===== config.mk =====
export PLATFORM = sky130hd
export DESIGN_NAME = sr_chain_reader
export DESIGN_NICKNAME = d
export VERILOG_FILES = /design/src/rtl/sr_pkg.sv /design/src/rtl/sr_timer.sv /design/src/rtl/sr_capture.sv /design/src/rtl/sr_chain_reader.sv
export SDC_FILE = /design/constraint.sdc
export NUM_CORES = 1
export LEC_CHECK = 0
export CORE_MARGIN = 10
export CORE_UTILIZATION = 56
export CTS_BUF_LIST = sky130_fd_sc_hd__clkbuf_8
export DETAILED_ROUTE_END_ITERATION = 12
export MAX_ROUTING_LAYER = met4
export PLACE_DENSITY = 0.81
export SYNTH_ARGS = -nofsm -noshare
export SYNTH_HDL_FRONTEND = slang
export SYNTH_SLANG_ARGS = --single-unit

===== constraint.sdc =====
create_clock -name clk_i -period 2.3 [get_ports clk_i]
set_clock_uncertainty 0.15 [all_clocks]
set_input_delay 0.46 -clock clk_i [delete_from_list [all_inputs] [get_ports clk_i]]
set_output_delay 0.46 -clock clk_i [all_outputs]
set_load 0.02 [all_outputs]

===== src/rtl/sr_pkg.sv =====
package sr_pkg;
  localparam int WORD_W = 32;

  typedef enum logic [2:0] {
    ST_IDLE,
    ST_LOAD,
    ST_SETUP,
    ST_HIGH,
    ST_LOW
  } st_e;
endpackage


===== src/rtl/sr_timer.sv =====
module sr_timer #(
  parameter int CW = 2
) (
  input  logic          clk_i,
  input  logic          rst_ni,
  input  logic          clr_i,
  input  logic [CW-1:0] lim_i,
  output logic          hit_o
);
  logic [CW-1:0] cnt_q;

  assign hit_o = (cnt_q == lim_i);

  always_ff @(posedge clk_i or negedge rst_ni) begin
    if (!rst_ni)              cnt_q <= '0;
    else if (clr_i || hit_o)  cnt_q <= '0;
    else                      cnt_q <= cnt_q + 1'b1;
  end
endmodule


===== src/rtl/sr_capture.sv =====
module sr_capture #(
  parameter int NBITS = 32
) (
  input  logic                      clk_i,
  input  logic                      rst_ni,
  input  logic                      smp_i,
  input  logic                      sd_i,
  input  logic                      commit_i,
  output logic [sr_pkg::WORD_W-1:0] word_o
);
  import sr_pkg::*;

  logic [NBITS-1:0]  acc_q;
  logic [WORD_W-1:0] acc_ext;
  logic [WORD_W-1:0] word_q;

  generate
    if (NBITS < WORD_W) begin : g_pad
      assign acc_ext = {{(WORD_W-NBITS){1'b0}}, acc_q};
    end else begin : g_full
      assign acc_ext = acc_q;
    end
  endgenerate

  // MSB-first: earliest bit ends up on top
  always_ff @(posedge clk_i or negedge rst_ni) begin
    if (!rst_ni)    acc_q <= '0;
    else if (smp_i) acc_q <= {acc_q[NBITS-2:0], sd_i};
  end

  always_ff @(posedge clk_i or negedge rst_ni) begin
    if (!rst_ni)       word_q <= '0;
    else if (commit_i) word_q <= acc_ext;
  end

  assign word_o = word_q;
endmodule


===== src/rtl/sr_chain_reader.sv =====
module sr_chain_reader #(
  parameter int NUM_BYTES = 4,
  parameter int LOAD_W    = 1,
  parameter int HALF_W    = 1
) (
  input  logic        clk_i,
  input  logic        rst_ni,
  input  logic        rd_req_i,
  input  logic        sel_mode_i,
  input  logic        wr_req_i,
  input  logic        sdata_i,
  output logic        shld_o,
  output logic        sclk_o,
  output logic        busy_o,
  output logic        done_o,
  output logic        err_o,
  output logic [31:0] data_o
);
  import sr_pkg::*;

  localparam int NBITS = 8 * NUM_BYTES;
  localparam int MAXW  = (LOAD_W > HALF_W) ? LOAD_W : HALF_W;
  localparam int CW    = $clog2(MAXW + 1);
  localparam int BCW   = $clog2(NBITS + 1);

  st_e            st_q;
  logic           shld_q, sclk_q, done_q, err_q, mode_q;
  logic [BCW-1:0] bits_q;
  logic [CW-1:0]  lim;
  logic           hit, smp, commit, last_bit;

  assign lim      = (st_q == ST_LOAD) ? CW'(LOAD_W - 1) : CW'(HALF_W - 1);
  assign last_bit = (bits_q == BCW'(NBITS));
  assign smp      = hit && ((st_q == ST_SETUP) || (st_q == ST_LOW));
  assign commit   = hit && (st_q == ST_HIGH) && last_bit;

  sr_timer #(.CW(CW)) u_timer (
    .clk_i  (clk_i),
    .rst_ni (rst_ni),
    .clr_i  (st_q == ST_IDLE),
    .lim_i  (lim),
    .hit_o  (hit)
  );

  sr_capture #(.NBITS(NBITS)) u_capture (
    .clk_i    (clk_i),
    .rst_ni   (rst_ni),
    .smp_i    (smp),
    .sd_i     (sdata_i),
    .commit_i (commit),
    .word_o   (data_o)
  );

  always_ff @(posedge clk_i or negedge rst_ni) begin
    if (!rst_ni) begin
      st_q   <= ST_IDLE;
      shld_q <= 1'b1;
      sclk_q <= 1'b0;
      done_q <= 1'b0;
      err_q  <= 1'b0;
      mode_q <= 1'b0;
      bits_q <= '0;
    end else begin
      done_q <= 1'b0;
      err_q  <= wr_req_i;  // input-only: every write is refused
      unique case (st_q)
        ST_IDLE: begin
          if (rd_req_i) begin
            mode_q <= sel_mode_i;
            bits_q <= '0;
            shld_q <= sel_mode_i;  // pulse: drop to load; select: go to shift
            st_q   <= sel_mode_i ? ST_SETUP : ST_LOAD;
          end else begin
            shld_q <= ~sel_mode_i;  // rest level per mode
          end
        end
        ST_LOAD: if (hit) begin
          shld_q <= 1'b1;
          st_q   <= ST_SETUP;
        end
        ST_SETUP: if (hit) begin
          sclk_q <= 1'b1;
          bits_q <= bits_q + 1'b1;
          st_q   <= ST_HIGH;
        end
        ST_HIGH: if (hit) begin
          sclk_q <= 1'b0;
          if (last_bit) begin
            done_q <= 1'b1;
            shld_q <= ~mode_q;
            st_q   <= ST_IDLE;
          end else begin
            st_q <= ST_LOW;
          end
        end
        ST_LOW: if (hit) begin
          sclk_q <= 1'b1;
          bits_q <= bits_q + 1'b1;
          st_q   <= ST_HIGH;
        end
        default: st_q <= ST_IDLE;
      endcase
    end
  end

  assign shld_o = shld_q;
  assign sclk_o = sclk_q;
  assign busy_o = (st_q != ST_IDLE);
  assign done_o = done_q;
  assign err_o  = err_q;

  a_r1_bit_bound: assert property (@(posedge clk_i) disable iff (!rst_ni)
    busy_o |-> (bits_q <= BCW'(NBITS)));
  a_r3_no_shift_in_load: assert property (@(posedge clk_i) disable iff (!rst_ni)
    $rose(sclk_o) |-> shld_o);
  a_r5_sclk_rests_low: assert property (@(posedge clk_i) disable iff (!rst_ni)
    !busy_o |-> !sclk_o);
  a_r6_done_single: assert property (@(posedge clk_i) disable iff (!rst_ni)
    done_o |=> !done_o);
  a_r6_data_hold: assert property (@(posedge clk_i) disable iff (!rst_ni)
    !$stable(data_o) |-> done_o);
  a_r7_busy_ends_with_done: assert property (@(posedge clk_i) disable iff (!rst_ni)
    $fell(busy_o) |-> done_o);
  a_r8_err_follows_write: assert property (@(posedge clk_i) disable iff (!rst_ni)
    wr_req_i |=> err_o);
endmodule


==> results of run 1 <==
## repair_timing
action / CTS / global route
resized for setup: 2 / 0
hold buffers: 1 / 0
setup endpoints to repair: 1 / 0
setup buffers: 0 / 0
endpoints found under the hold margin: 35 / 0
## cells in the mapped netlist (3+ instances only)
master,number
nand2_1,106
dfrtp_1,78
mux2_1,33
inv_1,6
nor2_1,6
buf_2,5
clkbuf_1,5
nand2b_1,5
nand3_1,5
o21ai_1,4
buf_1,3
## worst reg2reg max path, cell delays in order (launching register included)
cell,delay [ns]
dfrtp_1,0.43
inv_1,0.07
ha_1,0.19
nor4b_2,0.16
and2_1,0.19
nand3_2,0.08
buf_4,0.27
mux2_1,0.37
## cell type report
class | count | area share
clock buffer | 9 | 0.0317
clock inverter | 7 | 0.0144
inverter | 7 | 0.00672
multi-input combinational | 193 | 0.290
sequential | 79 | 0.506
tap | 72 | 0.0230
timing repair buffer | 51 | 0.128
## registers in the layout (all words and copies together), names as in the netlist
register	count
shld_o	1
done_o	1
st_q	3
err_o	1
u_capture.acc_ext	32
sclk_o	1
u_timer.cnt_q	1
u_capture.word_o	32
bits_q	6
mode_q	1
## how the worst min path moves through the flow
stage,startpoint,to,slack (ns)
finish,u_capture.acc_ext[31],u_capture.acc_ext[31],0.33
global route,u_capture.word_o[20],u_capture.word_o[20],0.36
CTS,u_capture.acc_ext[31],u_capture.acc_ext[31],0.34
detailed placement,rst_ni,u_capture.acc_ext[10],0.29
global placement,rst_ni,u_capture.word_o[11],0.29
floorplan,rst_ni,bits_q[0],0.01
## per-stage QoR
stage	cells	util	hold slack, ns
2_1_floorplan	293	-	0.0144
3_3_place_gp	401	0.672	0.290
3_5_place_dp	401	0.672	0.290
4_1_cts	418	0.706	0.343
5_1_grt	418	0.706	0.364
6_report	418	0.706	0.334
## cell families (layout without fill, tap and decap cells)
kind of cell,after synthesis,after routing
compound gates,22,22
xor+xnor,2,2
fa+ha+maj,2,2
buf+inv,21,74
flops,79,79
mux,33,33
other cells,1,1
simple gates,133,133
## where the power goes
group / internal (mW) / switching (mW) / total [mW] / leakage [nW]
Sequential: 1.60 / 0.218 / 1.81 / 1.07
Clock: 0.404 / 0.533 / 0.938 / 0.0842
Combinational: 0.329 / 0.509 / 0.838 / 0.844
## per-layer routing
layer	part of all wire	global-route usage	vias up
li1	-	-	1058
met1	0.44	0.175	1069
met2	0.50	0.234	59
met3	0.057	0.0518	4
met4	0.0077	0.0504	0
met5	0	-	-
==> impl_metrics.env, run 1 <==
export IMPL_post_synth_top_area_cell="dfrtp_1"
export IMPL_synth_area_leaders="dfrtp_1, nand2_1, mux2_1, nand2b_1, dfstp_2"
export IMPL_clk_pin_slew_ns=0.09
export IMPL_synth_top_family_by_area="simple AND/OR/NAND/NOR gates"
export IMPL_holdPathStages=2
export IMPL_synth_fa_ha_area_frac=0.00781
export IMPL_wl_per_cell_um=14.6
export IMPL_r2r_start="bits_q[0]"
export IMPL_die_area_um2=9150
export IMPL_total_power_mw=3.59
export IMPL_dieHeight_um=95.6
export IMPL_grt_use_total=0.149
export IMPL_areaGrowthSynthToFinish_pct=22.1
export IMPL_die_x_um=95.6
export IMPL_antenna_found_initial=0
export IMPL_syn_inst=293
export IMPL_synth_compound_area_frac=0.0476
export IMPL_diodes=0
export IMPL_portBuffers=42
export IMPL_design_area_um2=3910
export IMPL_initial_core_util=0.578
export IMPL_ff_latch_area_um2=1980
export IMPL_finalNetCount=349
export IMPL_clock_sinks=79
export IMPL_synth_edff_count=0
export IMPL_drtIter0Drc=137
export IMPL_crit_chain="nor3_1 -> inv_1 -> dlygate4sd2_1"
export IMPL_vias=2190
export IMPL_clock_latency_ns=0.35
export IMPL_vdd_drop_max_mv=0.651
export IMPL_routed_wl_mm=6.10
export IMPL_fillCellCount=402
export IMPL_coreArea_um2=5540
export IMPL_rsz0062_at_grt="false"
export IMPL_final_common_cell="nand2_1"
export IMPL_ys_seq_area_frac=0.617
export IMPL_final_cell_mix="nand2_1, dfrtp_1, clkdlybuf4s50_1"
export IMPL_end_kind="output pin"
export IMPL_worstReg2RegEnd="u_capture.word_o[5]"
export IMPL_synth_xor_area_frac=0.00547
export IMPL_grt_max_degree=45
export IMPL_ant_nets=0
export IMPL_cts_buffer_depth=2
export IMPL_outcome="completed"
export IMPL_cts_tree="done"
export IMPL_drive_gt1_frac=0.0925
export IMPL_hpwl_mm=4.16
export IMPL_synthSimpleGateAreaFrac=0.176
export IMPL_routed_via_density=5.24
export IMPL_drv_slew=0
export IMPL_period_needed_ns=2.14
export IMPL_io_pins=43
export IMPL_yosys_mux_area_fraction=0.116
export IMPL_path_max_fanout=13
export IMPL_crit_end="busy_o"
export IMPL_crit_start="st_q[1]"
export IMPL_first_global_vias=2250
export IMPL_cts_buffers_inserted=9
export IMPL_grt_overflow=0
export IMPL_cp_depth=3
export IMPL_netlist_area_leader_share=0.609
export IMPL_setup_viol=0
export IMPL_fin_ws_ns=0.157
export IMPL_crit_path_start_kind="register"
export IMPL_syn_avg_cell_area_um2=10.9
export IMPL_reg2reg_depth=7
export IMPL_crit_type="register to output pin"
export IMPL_slowest_delay_ns=0.51
export IMPL_cp_data_arrival_time_ns=1.53
export IMPL_grt_first_pass_wirelength_mm=10.4
export IMPL_synthArstFlopShare=1.00
export IMPL_ys_types=40
export IMPL_critPathBufInv=2
export IMPL_clockRootBuffer="clkbuf_8"
export IMPL_rows=27
export IMPL_r2r_slack_ns=0.27
export IMPL_first_pass_iters=4
export IMPL_crit_slowest_cell="dfrtp_2"
export IMPL_gp_congestion=0.805
export IMPL_multiInputGateArea_um2=1140
export IMPL_critPathRequiredTime_ns=1.69
export IMPL_tns_ns=0
export IMPL_dpl_cell_area_um2=3720
export IMPL_synth_cell_area_um2=3200
export IMPL_synth_nets=301
export IMPL_htree_levels=3
export IMPL_max_cap_viol_count=0
export IMPL_min_path_type="register to register"
export IMPL_period_share=0.932
export IMPL_place_ws_ns=0.146
export IMPL_ys_ff_latch=79
export IMPL_crit_family="flip-flops"
export IMPL_fmax_mhz=467
export IMPL_hold_viol_final=0
export IMPL_route_detailed_drc=0
export IMPL_p_leak_nw=2.00
export IMPL_synth_ff_type="dfrtp_1"
export IMPL_synth_warnings=0
export IMPL_power_density_nw_per_um2=918
Power figures use the tool's default switching activity.
==> run 2, diff against run 1 <==
--- a/config.mk
+++ b/config.mk
@@ -9,8 +9,9 @@
 export CORE_UTILIZATION = 56
 export CTS_BUF_LIST = sky130_fd_sc_hd__clkbuf_8
 export DETAILED_ROUTE_END_ITERATION = 12
+export GPL_TIMING_DRIVEN = 0
 export MAX_ROUTING_LAYER = met4
-export PLACE_DENSITY = 0.81
+export PLACE_DENSITY_LB_ADDON = 0.08
 export SYNTH_ARGS = -nofsm -noshare
 export SYNTH_HDL_FRONTEND = slang
 export SYNTH_SLANG_ARGS = --single-unit
==> run 2 against run 1 <==
Setup slack lost 0.013 ns. Sequential share of layout area fell by 0.48 points. Global-route usage is 0.37 points higher. Die area did not move. Utilization is 0.63 points higher. Power rose by 1.4%. Non-clock buffer count up 6.
==> impl_metrics.env, run 2 (synthesis gave the netlist of run 1 again) <==
export IMPL_outcome="completed"
export IMPL_ant_nets=0
export IMPL_hold_viol_final=0
export IMPL_vdd_drop_max_mv=0.486
export IMPL_power_density_nw_per_um2=922
export IMPL_gp_congestion=0.801
export IMPL_grt_max_degree=44
export IMPL_reg2reg_depth=7
export IMPL_design_area_um2=3950
export IMPL_routed_wl_mm=6.15
export IMPL_antenna_found_initial=0
export IMPL_die_area_um2=9150
export IMPL_setup_viol=0
export IMPL_clk_pin_slew_ns=0.08
export IMPL_p_leak_nw=2.02
export IMPL_worstReg2RegEnd="u_capture.word_o[16]"
export IMPL_coreArea_um2=5540
export IMPL_portBuffers=42
export IMPL_first_global_vias=2218
export IMPL_drv_slew=0
export IMPL_cts_buffer_depth=2
export IMPL_dieHeight_um=95.6
export IMPL_worstHoldStart="u_capture.acc_ext[31]"
export IMPL_crit_type="register to output pin"
export IMPL_period_needed_ns=2.16
export IMPL_cts_buffers_inserted=9
export IMPL_hold_slack_ns=0.334
export IMPL_rsz0062_at_grt="false"
export IMPL_fmax_mhz=464
export IMPL_grt_overflow=0
export IMPL_grtUsageMet3=0.0463
export IMPL_routed_via_density=5.17
export IMPL_final_common_cell="nand2_1"
export IMPL_final_cell_mix="nand2_1, dfrtp_1, clkdlybuf4s50_1"
export IMPL_initial_core_util=0.578
export IMPL_drtIter0Drc=103
export IMPL_drive_gt1_frac=0.0881
export IMPL_die_x_um=95.6
export IMPL_end_kind="output pin"
export IMPL_cp_data_arrival_time_ns=1.55
export IMPL_fillCellCount=420
export IMPL_areaGrowthSynthToFinish_pct=23.2
export IMPL_first_pass_iters=4
export IMPL_critPathRequiredTime_ns=1.69
export IMPL_grt_use_total=0.153
export IMPL_path_max_fanout=10
export IMPL_diodes=0
export IMPL_clock_sinks=79
export IMPL_vias=2192
export IMPL_holdPathStages=2
export IMPL_io_pins=43
export IMPL_globalRouteMet1Util=0.188
export IMPL_grt_met2_usage=0.228
export IMPL_clockRootBuffer="clkbuf_8"
export IMPL_place_ws_ns=0.0596
export IMPL_min_path_type="register to register"
export IMPL_grt_first_pass_wirelength_mm=10.7
export IMPL_r2r_slack_ns=0.21
export IMPL_wl_per_cell_um=14.5
export IMPL_rows=27
export IMPL_crit_path_start_kind="register"
export IMPL_period_share=0.938
export IMPL_fin_ws_ns=0.143
export IMPL_top_usage_layer="met2"
export IMPL_clock_latency_ns=0.34
export IMPL_post_cts_buffers=0
export IMPL_cts_tree="done"
export IMPL_dpl_cell_area_um2=3730
export IMPL_r2r_start="bits_q[0]"
export IMPL_whs_endpoint="u_capture.acc_ext[31]"
export IMPL_route_detailed_drc=0
export IMPL_max_cap_viol_count=0
export IMPL_finalNetCount=355
export IMPL_hpwl_mm=4.32
export IMPL_htree_levels=3
==> run 2: changes by cell type in the layout (fill, tap and decap cells not counted), sizes merged <==
cell / previous run / this run
buf: 9 / 10
bufinv: 0 / 1
clkbuf: 9 / 14
clkinv: 1 / 4
clkinvlp: 3 / 1
inv: 10 / 8
==> run 2: power breakdown <==
group	internal, mW	switching [mW]	leakage (nW)	total (mW)
sequential	1.59	0.186	1.07	1.78
combinational	0.346	0.526	0.852	0.872
clock	0.493	0.494	0.100	0.988
total	2.43	1.21	2.02	3.64
==> run 2: timing repair <==
action | 4_1_cts | 5_1_grt
hold buffers | 1 | 0
endpoints found under the setup margin | 1 | 9
gates resized for setup | 1 | 6
endpoints found under the hold margin | 36 | 0
==> run 2: metal layers <==
metal / wire length, um / vias up
met2: 2960 / 56
li1: - / 1063
met3: 405 / 8
met1: 2710 / 1065
met4: 76 / 0
met5: 0 / -
==> run 2: critical path: stages (launching register included) <==
cell           delay, ns
dfrtp_1             0.43
buf_2               0.20
nor3_2              0.18
inv_1               0.07
dlygate4sd2_1       0.32
==> run 2: cell type report <==
cell class,count,area (um2),share of cell area
plain buffers,13,67.6,0.0171
multi-input cells,193,1150,0.291
repair buffers,44,447,0.113
well taps,72,90.1,0.0228
clock buffers,9,124,0.0314
inverters,7,26.3,0.00666
flip-flops and latches,79,1980,0.501
clock inverters,7,65.1,0.0165
==> run 2: worst max-delay path by stage <==
stage	start	slack [ns]	endpoint	cells past startpoint
CTS	st_q[1]	0.08	busy_o	4
finish	st_q[1]	0.14	busy_o	4
global placement	rst_ni	-2.11	u_capture.word_o[0]	1
global route	bits_q[0]	0.05	u_capture.word_o[20]	7
floorplan	bits_q[0]	0.42	u_capture.word_o[10]	7
detailed placement	rd_req_i	0.06	bits_q[2]	5
==> run 2: through the flow <==
step | power, mW | std cells | setup TNS (ns) | util
floorplan | 2.38 | 293 | 0 | -
global route | 3.87 | 424 | 0 | 0.712
detailed placement | 2.68 | 408 | 0 | 0.674
finish | 3.64 | 424 | 0 | 0.712
global placement | 2.64 | 407 | -165.56 | 0.671
CTS | 3.65 | 424 | 0 | 0.709
